`config.mk`:
```
export PLATFORM = sky130hd
export DESIGN_NAME = i2c_byte_tx
export DESIGN_NICKNAME = d
export VERILOG_FILES = /design/src/rtl/i2c_btx_pkg.sv /design/src/rtl/btx_baud.sv /design/src/rtl/btx_shift.sv /design/src/rtl/btx_flag.sv /design/src/rtl/i2c_byte_tx.sv
export SDC_FILE = /design/constraint.sdc
export NUM_CORES = 1
export LEC_CHECK = 0
export CORE_MARGIN = 2
export CORE_UTILIZATION = 60
export DETAILED_ROUTE_END_ITERATION = 6
export DONT_BUFFER_PORTS = 1
export GPL_TIMING_DRIVEN = 0
export HOLD_SLACK_MARGIN = 0.1
export PLACE_DENSITY = 0.76
export SYNTH_ARGS = -nofsm -noshare
export SYNTH_HDL_FRONTEND = slang
export SYNTH_SLANG_ARGS = --single-unit
```
`constraint.sdc`:
```
create_clock -name clk -period 4.2 [get_ports clk]
set_input_delay 0.21 -clock clk [delete_from_list [all_inputs] [get_ports clk]]
set_output_delay 0.21 -clock clk [all_outputs]
set_load 0.1 [all_outputs]
```
`src/rtl/i2c_btx_pkg.sv`:
```
package i2c_btx_pkg;
  typedef enum logic [1:0] {
    PH_STALL = 2'd0,
    PH_LOW   = 2'd1,
    PH_HIGH  = 2'd2
  } phase_e;

  localparam int unsigned DATA_BITS = 8;
  localparam int unsigned ACK_SLOT  = DATA_BITS;
  localparam int unsigned CNT_W     = $clog2(ACK_SLOT + 1);

  // SDA enable for a data bit: pulling low sends a zero.
  function automatic logic drive_for_bit(input logic bit_val, input logic in_data);
    return in_data & ~bit_val;
  endfunction

  // Phase transition on a baud expiry.
  function automatic phase_e step_phase(input phase_e cur, input logic last_clock);
    case (cur)
      PH_LOW:  return PH_HIGH;
      PH_HIGH: return last_clock ? PH_STALL : PH_LOW;
      default: return PH_STALL;
    endcase
  endfunction
endpackage

```
`src/rtl/btx_baud.sv`:
```
module btx_baud #(
  parameter int RW = 8
) (
  input  logic          clk,
  input  logic          rst_n,
  input  logic          start,
  input  logic          run,
  input  logic [RW-1:0] reload,
  output logic          tick
);
  logic [RW-1:0] cnt;
  logic [RW-1:0] top_val;

  // Count T-1 down to 0; reload of 0 behaves as 1.
  assign top_val = (reload == '0) ? '0 : reload - {{(RW-1){1'b0}}, 1'b1};
  assign tick    = run && (cnt == '0);

  always_ff @(posedge clk) begin
    if (!rst_n)             cnt <= '0;
    else if (start || tick) cnt <= top_val;
    else if (run)           cnt <= cnt - {{(RW-1){1'b0}}, 1'b1};
  end
endmodule

```
`src/rtl/btx_shift.sv`:
```
module btx_shift #(
  parameter int W = 8
) (
  input  logic         clk,
  input  logic         rst_n,
  input  logic         load,
  input  logic         shift,
  input  logic [W-1:0] din,
  output logic         msb
);
  logic [W-1:0] shreg;

  always_ff @(posedge clk) begin
    if (!rst_n)     shreg <= '0;
    else if (load)  shreg <= din;
    else if (shift) shreg <= {shreg[W-2:0], 1'b0};
  end

  assign msb = shreg[W-1];
endmodule

```
`src/rtl/btx_flag.sv`:
```
module btx_flag (
  input  logic clk,
  input  logic rst_n,
  input  logic set,
  input  logic clr,
  output logic q
);
  always_ff @(posedge clk) begin
    if (!rst_n)   q <= 1'b0;
    else if (set) q <= 1'b1;
    else if (clr) q <= 1'b0;
  end
endmodule

```
`src/rtl/i2c_byte_tx.sv`:
```
module i2c_byte_tx
  import i2c_btx_pkg::*;
#(
  parameter int RW = 8
) (
  input  logic          clk,
  input  logic          rst_n,
  input  logic          wr_en,
  input  logic [7:0]    wr_data,
  input  logic          clr_wcol,
  input  logic          clr_irq,
  input  logic [RW-1:0] reload,
  input  logic          sda_in,
  output logic          scl_oe,
  output logic          sda_oe,
  output logic          buf_full,
  output logic          wcol,
  output logic          ack_stat,
  output logic          irq,
  output logic          idle
);
  phase_e           phase;
  logic [CNT_W-1:0] bit_cnt;
  logic             tick;
  logic             msb;

  // Named internal events
  logic accept;
  logic collide;
  logic fall_edge;
  logic data_done;
  logic ack_fall;
  logic shift_pulse;

  assign idle        = (phase == PH_STALL);
  assign accept      = wr_en && idle;
  assign collide     = wr_en && !idle;
  assign fall_edge   = tick && (phase == PH_HIGH);
  assign data_done   = fall_edge && (bit_cnt == CNT_W'(DATA_BITS - 1));
  assign ack_fall    = fall_edge && (bit_cnt == CNT_W'(ACK_SLOT));
  assign shift_pulse = fall_edge && (bit_cnt < CNT_W'(DATA_BITS - 1));

  btx_baud #(.RW(RW)) u_baud (
    .clk    (clk),
    .rst_n  (rst_n),
    .start  (accept),
    .run    (!idle),
    .reload (reload),
    .tick   (tick)
  );

  btx_shift #(.W(DATA_BITS)) u_shift (
    .clk   (clk),
    .rst_n (rst_n),
    .load  (accept),
    .shift (shift_pulse),
    .din   (wr_data),
    .msb   (msb)
  );

  always_ff @(posedge clk) begin
    if (!rst_n) begin
      phase   <= PH_STALL;
      bit_cnt <= '0;
    end else if (accept) begin
      phase   <= PH_LOW;
      bit_cnt <= '0;
    end else if (tick) begin
      phase <= step_phase(phase, bit_cnt == CNT_W'(ACK_SLOT));
      if (fall_edge && !ack_fall) bit_cnt <= bit_cnt + 1'b1;
    end
  end

  assign scl_oe = (phase != PH_HIGH);
  assign sda_oe = drive_for_bit(msb, !idle && (bit_cnt < CNT_W'(DATA_BITS)));

  btx_flag u_bf (
    .clk(clk), .rst_n(rst_n), .set(accept), .clr(data_done), .q(buf_full)
  );
  btx_flag u_wcol (
    .clk(clk), .rst_n(rst_n), .set(collide), .clr(clr_wcol), .q(wcol)
  );
  btx_flag u_irq (
    .clk(clk), .rst_n(rst_n), .set(ack_fall), .clr(clr_irq), .q(irq)
  );

  always_ff @(posedge clk) begin
    if (!rst_n)        ack_stat <= 1'b0;
    else if (ack_fall) ack_stat <= sda_in;
  end
endmodule

```
* Word level (Yosys, flattened, before mapping)
Index checks and enable logic that the tools add are counted.
** Word-level totals
- Flip-flop bits (word level) :: 26
- Input port bits :: 22
- Output and inout port bits :: 7
- Word-level logic and storage cells :: 60
** Operators by class
- Add/subtract/negate cells :: 3
- Magnitude comparators :: 2
- Eq/ne operators :: 6
- Mux-type cells :: 15
- Bitwise gates (word level) :: 3
- Reduce and logical (&&, ||, !) cells :: 22
** Operators with widths (number)
- two-way mux 8 bit :: 5
- logical NOT 8 bit :: 2
- subtractor 8 x 1 -> 8 bit, second input constant :: 2
- nonzero test 2 bit :: 5
- logical AND 1 bit :: 9
- two-way mux 1 bit :: 9
- adder 4 x 1 -> 4 bit, second input constant :: 1
- == test 4 x 3 -> 1 bit, second input constant :: 1
- == test 4 bit, second input constant :: 1
- less-than comparator 4 x 3 -> 1 bit, second input constant :: 1
- less-than comparator 4 bit, second input constant :: 1
- one-hot mux 2 bit (2 select lines) :: 1
- == test 2 x 1 -> 1 bit, second input constant :: 1
- == test 2 bit, second input constant :: 1
- logical NOT 1 bit :: 2
- logical NOT 2 bit :: 1
- inequality test 2 x 1 -> 1 bit, second input constant :: 1
- inequality test 2 bit, second input constant :: 1
- NOT 1 bit :: 2
- AND reduction 2 bit :: 1
- OR reduction 2 bit :: 1
- AND 1 bit :: 1
- logical OR 1 bit :: 1

* Logic depth before layout (Yosys ltp)
- Word-level depth :: 8
- Gate-level depth with buffers :: 7
- Mapped depth without buffers :: 6

* Modules after synthesis
From an unflattened synthesis, not the netlist that was laid out.
** Second synthesis, totals
- Cell total of the unflattened synthesis :: 172
- Area total of the unflattened synthesis :: 1626.6 um2
** By module, submodules not included
- btx_baud :: times used 1, cells each 82, area each 676.9 um2, seq. area each 160.2 um2
- btx_shift :: times used 1, cells each 35, area each 419.2 um2, seq. area each 160.2 um2
- i2c_byte_tx :: times used 1, cells each 46, area each 406.6 um2, seq. area each 140.1 um2
- btx_flag :: times used 3, cells each 3, area each 41.3 um2, seq. area each 20.0 um2

* Worst setup path after synthesis
OpenSTA, ideal clock, no wires.
- Path type :: flip-flop to output port
- Start :: register phase[0]
- End :: output sda_oe
- Arrival time :: 3344 ps
- Data required time :: 3990 ps
- Setup slack :: 646 ps
- Cell stages (with the launch flop) :: 5
- Path buffers :: 1
- Cell sequence :: dfxtp_1 > inv_1 > ha_1 > buf_2 > nor3_1
** Between the ends
- Word-level cells in the longest chain between the ends :: 4
** Ends and longest elaborated chain
- from (decl) :: line i2c_byte_tx.sv:22 : phase_e phase;
- from (signal assigned) :: line i2c_byte_tx.sv:69 : phase <= step_phase(phase, bit_cnt == CNT_W'(ACK_SLOT));
- logical NOT 2 bit :: line i2c_byte_tx.sv:35 : assign idle = (phase == PH_STALL);
- via idle :: line i2c_byte_tx.sv:20 : output logic idle
- logical NOT 1 bit :: line i2c_byte_tx.sv:75 : assign sda_oe = drive_for_bit(msb, !idle && (bit_cnt < CNT_W'(DATA_BITS)));
- logical AND 1 bit :: line i2c_byte_tx.sv:75
- AND 1 bit :: line i2c_btx_pkg.sv:14 : return in_data & ~bit_val;
- to (decl) :: line i2c_byte_tx.sv:15 : output logic sda_oe,
The timed path passes the listed nets, and every way through them passes these cells.

* Worst setup path in the final report
- Start :: register phase[0]
- End :: register u_shift.shreg[5]
** Between the ends
- Word-level cells in the longest chain between the ends :: 6
- Elaborated cells on any way between the ends :: 9
- Those cells by class :: eq/ne (1); mux (1); reduce/logical (7)
** Ends and longest elaborated chain
- logical NOT 2 bit (*) :: line i2c_byte_tx.sv:35
- via idle :: line i2c_byte_tx.sv:20
- logical NOT 1 bit :: line i2c_byte_tx.sv:47 : .run (!idle),
- logical AND 1 bit :: line btx_baud.sv:16 : assign tick = run && (cnt == '0);
- logical AND 1 bit :: line i2c_byte_tx.sv:38 : assign fall_edge = tick && (phase == PH_HIGH);
- logical AND 1 bit :: line i2c_byte_tx.sv:41 : assign shift_pulse = fall_edge && (bit_cnt < CNT_W'(DATA_BITS - 1));
- nonzero test 2 bit (no source line)
- to (signal assigned) :: line btx_shift.sv:15 : else if (load) shreg <= din;
- to (signal assigned) :: line btx_shift.sv:16 : else if (shift) shreg <= {shreg[W-2:0], 1'b0};
- to (decl) :: line btx_shift.sv:11 : logic [W-1:0] shreg;
The timed path passes the listed nets; every way through them passes the cells marked *.
A chain may end at the register's enable or synchronous reset.

==> out/metrics.cfg <==
[finish]
nets=221
instances_no_fill=217
area_growth_syn_to_layout_pct=12.3
drive_above_1_share_pct=6.35
fill_cells=192
antenna_fix_cells=0

[hold_path]
worstHoldPathType=in2reg

[worst_setup_path]
crit_path_end_kind=flop
start_kind=flop
critical_path_arrival_ps=2950
crit_fanout=10
cp.required_ps=4420
timing.setup.critical_path_class=reg2reg

[synthesis]
synth_edf_count=0
synth.most_common_cell=dfxtp_1
synth_area_per_cell_um2=8.31
synth_common_cells=26 x dfxtp_1, 14 x nor2_1, 12 x nand2_1, 12 x o21ai_0
yosysTopAreaCell=dfxtp_1
async_flop_share_pct=0
ys_types=40
synthCells=176
leading_cell_types_by_total_area_after_synthesis=dfxtp_1 36%, ha_1 6.8%, o21ai_0 4.1%
yosysTopAreaCellShare_pct=35.6
synth_top_flop_cell=dfxtp_1
synthesized_net_count=206
total_standard_cell_area_after_synthesis_um2=1460
sequential_cell_area_fraction_in_the_yosys_report_pct=35.6
synth-warning-count=0
ys_seq_elements=26

[pwr]
share_seq_of_total_power_pct=54.4
clkPwrFrac_pct=18.3
power.density_nw_per_um2=338
comb_power_share_pct=27.3
cellLeakagePower_nw=0.592
worst_ir_drop_vdd_mv=0.191
power.switching_mw=0.191
cell_internal_pwr_mw=0.364
power.switching_fraction_pct=34.5

[timing]
slew_headroom_pct=23.3
timing.final.setup_violations=0
worst_pin_slew_ps=1150
hold_viol_final=0
final.setup.tns_ps=0
setup_repair_after_global_routing_missed_its_margin=no
final-max-slew-violation-count=0
finalWorstPathRequiredPeriod_ps=2730
final.period_utilization_pct=65.0
maxClockFrequency_mhz=367
clock_skew_ps=2.52

[clock_tree]
clk-insertion-delay-late_ps=310
clock-root-buffer=clkbuf_4
post_cts_hold_buffer_count=9
postCtsSetupRepairBufs=0
cts-root-to-sink-buffers=2
clk_transition_reported_paths_ps=130
tritoncts_num_sinks=26
cts_tree=yes
cts-buffers-inserted=3
cts.repair.resized=0
cts_max_level=1

[detailed_routing]
drt_drc_violations_left=0
vias=1366
post_drt_wl_per_cell_um=16.6
detail-route-antenna-nets=0
detail_route.iter0.violations=36
via_per_inst=6.29
drt-pass1-iter-count=4
totalWireLength_mm=3.60

[global_routing]
number_of_global_route_vias_before_repair=1359
grt_pass1_wl_mm=6.02
antenna_found_initial=0
globalRouteOverflowTotal=0
grt_start_max_net_pins=14
global_route.usage.total_pct=29.2

[floorplan]
initial_core_utilization_pct=64.9
fp.coreArea_um2=2250
die_area_um2=2850
die_w_um=53.4
std_cell_rows=17
top_level_ports=29
die_height_um=53.4

[placement]
place.gp.congestion=0.934
dp_hpwl_mm=2.68
port_buffers=0
dp_cells=205

[run]
timing.max_cap.violations=0

[status]
status=finished clean

==> layout make-up <==
| class | count | area, um2 | area share, % |
|---|---|---|---|
| Multi-Input combinational cell | 132 | 877 | 53.4 |
| Sequential cell | 26 | 520 | 31.7 |
| Timing Repair Buffer | 10 | 118 | 7.16 |
| Inverter | 11 | 41.3 | 2.51 |
| Tap cell | 28 | 35.0 | 2.13 |
| Buffer | 7 | 28.8 | 1.75 |
| Clock buffer | 3 | 22.5 | 1.37 |
==> critical path, stage by stage, from the launching register on <==
cell and delay [ps]:
dfxtp_1 350, inv_1 80, ha_1 930, and2_1 240, clkbuf_1 260, clkbuf_1 400
nor2_1 100, a211oi_1 270
==> final timing paths <==
kind	depth (start not counted)	slack [ps]	end	startpoint
worst max-delay path	7	1470	u_shift.shreg[5]	phase[0]
worst min-delay path	2	120	u_baud.cnt[3]	reload[3]
worst max register to register	7	1470	u_shift.shreg[5]	phase[0]
worst min register to register	2	490	u_shift.shreg[0]	u_shift.shreg[0]
==> state kept, by name, indices dropped and copies added (netlist names) <==
register       cells
ack_stat           1
bit_cnt            4
phase              2
u_baud.cnt         8
u_bf.q             1
u_irq.q            1
u_shift.shreg      8
u_wcol.q           1
==> power by group through the flow <==
stage               clock [mW]  combinational, mW  sequential, mW
floorplan                    0              0.111           0.301
global placement             0              0.130           0.304
detailed placement           0              0.142           0.307
CTS                      0.104              0.150           0.301
global route             0.113              0.164           0.305
finish                   0.102              0.151           0.302
==> per-stage QoR <==
stage	cell area (um2)	hold slack [ps]	worst slack (ps)	utilization (%)	power, mW
finish	1640	121	1470	72.9	0.555
global route	1640	107	1290	72.9	0.582
CTS	1640	110	1480	72.9	0.555
detailed placement	1530	347	1520	67.9	0.449
global placement	1500	331	511	66.4	0.435
floorplan	1460	327	646	-	0.412
==> cell families (layout without fill, tap and decap cells) <==
logic type,after synthesis,count (layout),synth area share (%)
buffers and inverters,18,31,4.79
multiplexers,2,2,1.45
XOR/XNOR,8,8,4.79
AND/OR/NAND/NOR,68,68,26.7
AO/OA/AOI/OAI,46,46,19.8
flip-flops,26,26,35.6
adder cells (fa/ha/maj),8,8,6.84
==> cells in the final DEF, fill, tap and decap left out, types with 2 or more instances in the layout <==
cell type and instances:
a211oi_1 6, buf_2 2, nor4_1 4, nand4_1 5, nand2b_1 7, nor2_1 14, nand3_1 4, xor2_1 5
a21oi_1 11, and2_1 2, o21ai_0 12, clkbuf_1 5, or3_1 2, nor3b_1 3, clkbuf_4 3, a22oi_1 2
dlygate4sd3_1 9, dfxtp_1 26, nand2_1 12, inv_1 11, nor3_1 7, ha_1 8, xnor2_1 3, o22ai_1 6
==> metal layers <==
| metal | routed length (um) | global-route usage (%) |
|---|---|---|
| met1 | 1520 | 37.2 |
| met2 | 1810 | 50.8 |
| met3 | 228 | 4.52 |
| met4 | 44 | 7.26 |
| met5 | 0 | 0 |
No activity file was read; power rests on OpenSTA's default activity.
